**src/rtl/pit2_pkg.sv**
```systemverilog
package pit2_pkg;
   localparam int BYTE_W = 8;
   localparam logic [1:0] SEL_CH0  = 2'b00;
   localparam logic [1:0] SEL_CH2  = 2'b10;
   localparam logic [1:0] ACC_LOHI = 2'b11;
   localparam logic [2:0] MODE_ONESHOT = 3'd0;

   typedef struct packed {
      logic [1:0] sel;
      logic [1:0] acc;
      logic [2:0] mode;
      logic       bcd;
   } ctl_word_t;

   function automatic logic is_oneshot(input logic [2:0] m);
      return m == MODE_ONESHOT;
   endfunction
endpackage

```
**src/rtl/pit2_ctl_decode.sv**
```systemverilog
module pit2_ctl_decode
   import pit2_pkg::*;
(
   input  logic                clk,
   input  logic                rst_n,
   input  logic                wr_ctl,
   input  logic [BYTE_W-1:0]   wdata,
   output logic [1:0]          mode_we,
   output logic [2:0]          mode_val,
   output logic                bad
);
   ctl_word_t word;
   assign word = ctl_word_t'(wdata);

   always_comb begin
      mode_we  = '0;
      bad      = 1'b0;
      mode_val = word.mode;
      if (wr_ctl) begin
         if (word.acc != ACC_LOHI) begin
            bad = 1'b1;
         end else begin
            case (word.sel)
               SEL_CH0: mode_we[0] = 1'b1;
               SEL_CH2: mode_we[1] = 1'b1;
               default: bad = 1'b1;
            endcase
         end
      end
   end

   // one control word writes at most one mode register
   assert_one_mode_we_R2: assert property (@(posedge clk) disable iff (!rst_n)
      $onehot0(mode_we));
endmodule

```
**src/rtl/pit2_byte_loader.sv**
```systemverilog
module pit2_byte_loader
   import pit2_pkg::*;
(
   input  logic                clk,
   input  logic                rst_n,
   input  logic                wr_data,
   input  logic [BYTE_W-1:0]   wdata,
   output logic                load,
   output logic [2*BYTE_W-1:0] count
);
   logic              hi_next_q;
   logic [BYTE_W-1:0] lo_q;

   assign load  = wr_data && hi_next_q;
   assign count = {wdata, lo_q};

   always_ff @(posedge clk) begin
      if (!rst_n) begin
         hi_next_q <= 1'b0;
         lo_q      <= '0;
      end else if (wr_data) begin
         if (!hi_next_q) lo_q <= wdata;
         hi_next_q <= !hi_next_q;
      end
   end

   // a completed load always returns the shared phase to the low byte
   assert_phase_back_R5: assert property (@(posedge clk) disable iff (!rst_n)
      load |=> !hi_next_q);
endmodule

```
**src/rtl/pit2_counter.sv**
```systemverilog
module pit2_counter
   import pit2_pkg::*;
#(
   parameter int CNT_W    = 16,
   parameter int TERM_BIT = 5
) (
   input  logic              clk,
   input  logic              rst_n,
   input  logic              tick,
   input  logic              mode_we,
   input  logic [2:0]        mode_in,
   input  logic              load,
   input  logic [CNT_W-1:0]  load_val,
   output logic              expire,
   output logic [BYTE_W-1:0] status
);
   localparam logic [CNT_W-1:0] ONE = CNT_W'(1);

   logic [2:0]       mode_q;
   logic [CNT_W-1:0] reload_q, remain_q;
   logic             run_q, term_q, expire_q;
   logic             at_end;

   assign at_end = run_q && tick && (remain_q == ONE);

   always_ff @(posedge clk) begin
      if (!rst_n) begin
         mode_q   <= MODE_ONESHOT;
         reload_q <= '0;
         remain_q <= '0;
         run_q    <= 1'b0;
         term_q   <= 1'b0;
         expire_q <= 1'b0;
      end else begin
         if (mode_we) mode_q <= mode_in;
         expire_q <= !load && at_end;
         if (load) begin
            reload_q <= load_val;
            remain_q <= load_val;
            run_q    <= 1'b1;
            term_q   <= 1'b0;
         end else if (run_q && tick) begin
            if (remain_q == ONE) begin
               if (is_oneshot(mode_q)) begin
                  run_q  <= 1'b0;
                  term_q <= 1'b1;
               end else begin
                  remain_q <= reload_q;
               end
            end else begin
               remain_q <= remain_q - ONE;
            end
         end
      end
   end

   assign expire = expire_q;

   always_comb begin
      status           = '0;
      status[TERM_BIT] = term_q;
   end

   // an expiry pulse only follows an enabled tick edge
   assert_expire_on_tick_R6: assert property (@(posedge clk) disable iff (!rst_n)
      expire_q |-> $past(tick));
   // the terminal flag rises together with the expiry pulse
   assert_term_with_pulse_R7: assert property (@(posedge clk) disable iff (!rst_n)
      $rose(term_q) |-> expire_q);
   // a start leaves the counter running with a clear flag
   assert_start_clears_R9: assert property (@(posedge clk) disable iff (!rst_n)
      load |=> (run_q && !term_q));
endmodule

```
**src/rtl/pit2ch_timer.sv**
```systemverilog
module pit2ch_timer
   import pit2_pkg::*;
#(
   parameter int ADDR_W    = 2,
   parameter int CH0_ADDR  = 0,
   parameter int CH2_ADDR  = 2,
   parameter int CTRL_ADDR = 3,
   parameter int TERM_BIT  = 5
) (
   input  logic              clk,
   input  logic              rst_n,
   input  logic              tick_en,
   input  logic              bus_wr,
   input  logic [ADDR_W-1:0] bus_addr,
   input  logic [7:0]        bus_wdata,
   output logic [7:0]        bus_rdata,
   output logic [1:0]        expire,
   output logic              cfg_err
);
   localparam int NUM_CH = 2;
   localparam int CNT_W  = 2 * BYTE_W;
   localparam logic [ADDR_W-1:0] A_CH0  = ADDR_W'(CH0_ADDR);
   localparam logic [ADDR_W-1:0] A_CH2  = ADDR_W'(CH2_ADDR);
   localparam logic [ADDR_W-1:0] A_CTRL = ADDR_W'(CTRL_ADDR);

   if (CH0_ADDR == CH2_ADDR || CTRL_ADDR == CH0_ADDR || CTRL_ADDR == CH2_ADDR) begin : g_bad_map
      $error("register addresses must be distinct");
   end
   if (CTRL_ADDR >= (1 << ADDR_W) || CH0_ADDR >= (1 << ADDR_W) || CH2_ADDR >= (1 << ADDR_W)) begin : g_bad_aw
      $error("register address does not fit ADDR_W");
   end
   if (TERM_BIT < 0 || TERM_BIT >= BYTE_W) begin : g_bad_term
      $error("TERM_BIT outside the status byte");
   end

   logic              wr_ctl, wr_data, ld_any, bad;
   logic [1:0]        mode_we;
   logic [2:0]        mode_val;
   logic [CNT_W-1:0]  ld_count;
   logic [BYTE_W-1:0] stat [NUM_CH];
   logic              err_q;

   assign wr_ctl  = bus_wr && (bus_addr == A_CTRL);
   assign wr_data = bus_wr && (bus_addr == A_CH0 || bus_addr == A_CH2);

   pit2_ctl_decode u_dec (
      .clk(clk), .rst_n(rst_n), .wr_ctl(wr_ctl), .wdata(bus_wdata),
      .mode_we(mode_we), .mode_val(mode_val), .bad(bad)
   );

   pit2_byte_loader u_ld (
      .clk(clk), .rst_n(rst_n), .wr_data(wr_data), .wdata(bus_wdata),
      .load(ld_any), .count(ld_count)
   );

   for (genvar g = 0; g < NUM_CH; g++) begin : g_ch
      localparam logic [ADDR_W-1:0] MY_ADDR = (g == 0) ? A_CH0 : A_CH2;
      logic my_load;
      assign my_load = ld_any && (bus_addr == MY_ADDR);
      pit2_counter #(.CNT_W(CNT_W), .TERM_BIT(TERM_BIT)) u_cnt (
         .clk(clk), .rst_n(rst_n), .tick(tick_en),
         .mode_we(mode_we[g]), .mode_in(mode_val),
         .load(my_load), .load_val(ld_count),
         .expire(expire[g]), .status(stat[g])
      );
   end

   always_ff @(posedge clk) begin
      if (!rst_n) err_q <= 1'b0;
      else        err_q <= bad;
   end

   assign cfg_err   = err_q;
   assign bus_rdata = (bus_addr == A_CTRL) ? stat[NUM_CH-1] : '0;

   // an error flag only ever follows a control-address write
   assert_err_cause_R3: assert property (@(posedge clk) disable iff (!rst_n)
      cfg_err |-> $past(bus_wr && bus_addr == A_CTRL));
endmodule

```
**config.mk**
```make
export PLATFORM = sky130hd
export DESIGN_NAME = pit2ch_timer
export DESIGN_NICKNAME = d
export VERILOG_FILES = /design/src/rtl/pit2_pkg.sv /design/src/rtl/pit2_ctl_decode.sv /design/src/rtl/pit2_byte_loader.sv /design/src/rtl/pit2_counter.sv /design/src/rtl/pit2ch_timer.sv
export SDC_FILE = /design/constraint.sdc
export NUM_CORES = 1
export LEC_CHECK = 0
export ABC_AREA = 1
export ABC_CLOCK_PERIOD_IN_PS = 3470
export CELL_PAD_IN_SITES_DETAIL_PLACEMENT = 0
export CELL_PAD_IN_SITES_GLOBAL_PLACEMENT = 1
export CORE_AREA = 2 2 118 143
export DETAILED_ROUTE_END_ITERATION = 6
export DIE_AREA = 0 0 120 145
export PLACE_DENSITY = 0.56
export SLEW_MARGIN = 10
export SYNTH_ARGS = -nofsm -noshare
export SYNTH_HDL_FRONTEND = slang
export SYNTH_SLANG_ARGS = --single-unit
```
**constraint.sdc**
```tcl
create_clock -name clk -period 3.47 [get_ports clk]
set_input_delay 1.041 -clock clk [delete_from_list [all_inputs] [get_ports clk]]
set_output_delay 1.041 -clock clk [all_outputs]
set_load 0.05 [all_outputs]
```
# --- Yosys cells after proc, flatten, opt, wreduce, memory -nomap -nowiden ---
# Index checks and enable logic that the tools add are counted.
word_totals:
  regBits: 85
  in_bits: 14
  output_inout_bits: 11
  word_cells: 83
classes:
  n_addsub: 2
  n_eq_ne: 8
  mux: 23
  bitwise_logic: 2
  n_reduce_logical: 34
ops:
  columns: ["cell", "n"]
  rows:
  - ["$mux 16", 8]
  - ["$eq 16x1->1 const B", 2]
  - ["$sub 16x1->16 const B", 2]
  - ["$mux 1", 12]
  - ["$reduce_bool 2->1", 6]
  - ["$logic_and 1x1->1", 11]
  - ["$reduce_and 3->1", 3]
  - ["$reduce_and 2->1", 4]
  - ["$eq 2x2->1 const B", 3]
  - ["$logic_not 3->1", 2]
  - ["$mux 6", 1]
  - ["$ne 3x2->1 const B", 2]
  - ["$logic_not 2->1", 2]
  - ["$mux 2", 2]
  - ["$reduce_or 2->1", 2]
  - ["$logic_not 1->1", 3]
  - ["$ne 2x2->1 const B", 1]
  - ["$not 1->1", 2]
  - ["$logic_or 1x1->1", 1]

# --- Longest topological paths before layout ---
logic_depth:
  ltp_word: 7
  ltp_mapped: 11
  ltp_nobuf: 11

# --- By module ---
# Synthesis repeated with hierarchy kept, for this count alone.
hier_totals:
  cells_unflattened: 800
  hier_area_um2: 5052.3
modules_own_cells:
  columns: ["module", "n_inst", "cells_each", "area_each_um2", "seq_area_each_um2"]
  rows:
  - ["pit2_counter", 2, 346, 2203.4, 760.7]
  - ["pit2_byte_loader", 1, 66, 451.7, 180.2]
  - ["pit2ch_timer", 1, 28, 123.9, 20.0]
  - ["pit2_ctl_decode", 1, 14, 70.1, 0.0]

# --- Worst setup path before layout ---
# Ideal clock, no wire load.
synth_path:
  kind: "input-to-output"
  from: "input port bus_addr[1]"
  to: "output port bus_rdata[5]"
  arrival_time_ps: 2163
  t_required_ps: 2429
  setup_slack_ps: 266
  cell_stages: 2
  path_buffers: 0
  path_cell_list: "inv_1 nor3_1"
synth_between:
  elab_chain_cells: 2
synth_lines:
  columns: ["element", "line_no", "source"]
  rows:
  - ["start, declared", "pit2ch_timer.sv:14", "input logic [ADDR_W-1:0] bus_addr,"]
  - ["$eq 2x2->1", "pit2ch_timer.sv:74", "assign bus_rdata = (bus_addr == A_CTRL) ? stat[NUM_CH-1] : '0;"]
  - ["$mux 6", "pit2ch_timer.sv:74", null]
  - ["end, declared", "pit2ch_timer.sv:16", "output logic [7:0] bus_rdata,"]
# Every way passes these cells.

# --- Worst setup path in the final report ---
layout_path:
  from: "input port bus_addr[0]"
  to: "output port bus_rdata[5]"
# The elaborated chain is that of the path after synthesis.

==> results.toml <==
[timing]
worst_slew_pin_slew_ns = 0.790
setup_viol = 0
skew_ns = 0.0118
final_max_slew_viol_count = 0
fin_crit_sh = 0.909
max_slew_margin = 0.469
setup_slack_ns = 0.316
totalNegativeSetupSlack_ns = 0
rsz0062_at_grt = "no"
fin_crit_ns = 3.15
clock.fmax_mhz = 317
hold_viol_final = 0

[synthesis]
ys_async_sr_fraction = 0
netlist_area_um2 = 4720
postSynthAreaPerCell_um2 = 6.25
synth_area_leader_cell = "dfxtp_1"
ys_top_cells_by_area = "dfxtp_1, nand2_1, nor2_1"
yosysTopAreaCellShare = 0.360
synth_edf_count = 0
synth_ff_type = "dfxtp_1"
seq_area_frac_synth = 0.360
synth_cell_type_count = 32
syn_inst = 755
yosys_warnings = 0
synth_seq_cells = 85

[cells_and_area]
n_antenna_cell = 0
final_core_util = 0.336
drive_above_1_share = 0.0518
finalNetCount = 785
num-fill-cells = 1778
multi_input_comb_area_um2 = 2540
seq_area_um2 = 1700
syn2layout_area_growth_pct = 13.9

[floorplanning]
dieHeight_um = 145
initial_core_util = 0.295
die_width_um = 120
io_pins = 25
dieArea_um2 = 17400
design.core.area_um2 = 16000
rows = 51

[critical_path]
regToRegSetupSlack_ns = 1.26
start_kind = "input port"
critPathKind = "in2out"
cp-end-kind = "output pin"
crit_buf_inv = 3
slowest_delay_ns = 0.53
cp_cell_sequence = "clkdlybuf4s50_1, inv_1, nor3_1, buf_12"
cp_max_fo = 3
slowest_stage = "clkdlybuf4s50_1"
cp.required_ns = 2.43
critical_path_arrival_ns = 2.11
critPathTopFamily = "buffers and inverters"

[detailed_routing]
post-route-drc-count = 0
routed_wl_um = 15200
highest_layer = "met4"
wl_met3_um = 336
drt_iter0_drc = 266
dr.pass1.iters = 4
drt-met1-wl_um = 6540
via_per_inst = 4.74
ant_nets = 0
met2WireLength_um = 7890
post_drt_wl_per_cell_um = 15.4
vias = 4669

[power_and_ir_drop]
ir_drop_uv = 207
powerDensity_nw_per_um2 = 422
p_leak_nw = 2.42

[global_route]
grt_max_degree = 47
gr-total-overflow = 0
grt_pass1_vias = 4540
gr-usage-all-layers = 0.178
grt_pass1_wl_um = 24100
grt_antenna_before_repair = 0

[placement]
gp_congestion = 0.860
post-dp-hpwl_um = 11600
pre_cts_slack_ns = 0.317
portBuffers = 17

[clocking]
cts.sinks = 85
cts_tree = "done"
clkLatencyLatePin_ns = 0.35
hold_buffers = 0
cts_buffer_depth = 2
clkTransAtPathRegs_ns = 0.07
cts_setup_buffers = 0
cts-buffers-inserted = 9
cts.repair.resized = 0
cts_root_buf = "clkbuf_16"
htreeDepth = 3

[flow_run]
maxCapViolCount = 0

[run_status]
outcome = "finished clean"

[hold_path]
hp-class = "reg2reg"
[worst paths after layout]
path,from,to,depth (start not counted)
hold reg to reg,g_ch[0].u_cnt.reload_q[8],g_ch[0].u_cnt.reload_q[8],2
hold / removal,g_ch[0].u_cnt.reload_q[8],g_ch[0].u_cnt.reload_q[8],2
setup reg to reg,g_ch[1].u_cnt.remain_q[6],g_ch[1].u_cnt.remain_q[0],8
setup / recovery,bus_addr[0],bus_rdata[5],4
[layout make-up]
class	count	area share
multi-input combinational	559	0.473
timing repair buffer	26	0.0484
clock buffer	10	0.0444
sequential	85	0.316
inverter	86	0.0600
clock inverter	6	0.00861
tap	212	0.0493
[metrics by stage]
| stage | instances | cell area [um2] | hold slack, ns | power, mW |
|---|---|---|---|---|
| 6_report | 984 | 5380 | 0.466 | 2.27 |
| 5_1_grt | 984 | 5380 | 0.487 | 2.37 |
| 4_1_cts | 984 | 5380 | 0.469 | 2.29 |
| 3_5_place_dp | 968 | 5090 | 0.459 | 1.35 |
| 3_3_place_gp | 968 | 5090 | 0.450 | 1.35 |
| 2_1_floorplan | 761 | 4740 | 0.437 | 1.26 |
[kinds of logic after synthesis]
| group | share of synthesized area |
|---|---|
| simple gates | 0.389 |
| buf+inv | 0.106 |
| compound gates | 0.128 |
| flops | 0.360 |
| fa+ha+maj | 0.0106 |
| xor+xnor | 0.00557 |
| other cells | 0.000794 |
[tightest hold or removal path, cell delays in order (launching register included)]
cell	delay (ns)
dfxtp_1	0.31
nand2_1	0.06
a21oi_1	0.05
[cell usage in the layout, fill, tap and decap left out, types with 3 or more instances in the layout]
| cell | Yosys | final |
|---|---|---|
| nand2_1 | 222 | 222 |
| nor2_1 | 112 | 112 |
| dfxtp_1 | 85 | 85 |
| inv_1 | 82 | 82 |
| a21oi_1 | 59 | 59 |
| nand3_1 | 57 | 57 |
| o21ai_0 | 29 | 29 |
| nand4_1 | 22 | 22 |
| clkdlybuf4s50_1 | 0 | 16 |
| nor3_1 | 10 | 10 |
| o22ai_1 | 9 | 9 |
| clkbuf_16 | 0 | 9 |
| buf_4 | 10 | 8 |
| conb_1 | 1 | 7 |
| nor2_2 | 4 | 4 |
| a21boi_0 | 4 | 4 |
| a21boi_1 | 4 | 4 |
| ha_1 | 4 | 4 |
| nor2_4 | 3 | 3 |
| clkinv_1 | 4 | 3 |
[cell usage after synthesis, types with 3 or more instances]
cell type / instances
nand3_1: 57
o22ai_1: 9
a21boi_0: 4
nand2_1: 222
a21boi_1: 4
nand4_1: 22
clkbuf_1: 12
clkinv_1: 4
nor3_1: 10
buf_2: 6
o21ai_0: 29
nor2_2: 4
inv_1: 82
buf_4: 10
ha_1: 4
nor2_4: 3
a21oi_1: 59
dfxtp_1: 85
nor2_1: 112
[per-layer routing]
| metal | track usage | vias to the layer above |
|---|---|---|
| li1 | - | 2423 |
| met1 | 0.204 | 2155 |
| met2 | 0.325 | 67 |
| met3 | 0.0248 | 24 |
| met4 | 0.0712 | 0 |
| met5 | 0 | - |
[power breakdown]
group,switching [mW],internal (mW)
registers,0.0174,0.992
logic,0.216,0.103
clock network,0.434,0.510
[state kept, by name, indices dropped and copies added, names as in the netlist]
register	cells
g_ch.u_cnt.run_q	2
g_ch.u_cnt.expire	2
g_ch.u_cnt.mode_q	6
g_ch.u_cnt.remain_q	32
cfg_err	1
u_ld.lo_q	8
g_ch.u_cnt.reload_q	32
u_ld.hi_next_q	1
g_ch.u_cnt.term_q	1
(Power assumes the default switching activity.)
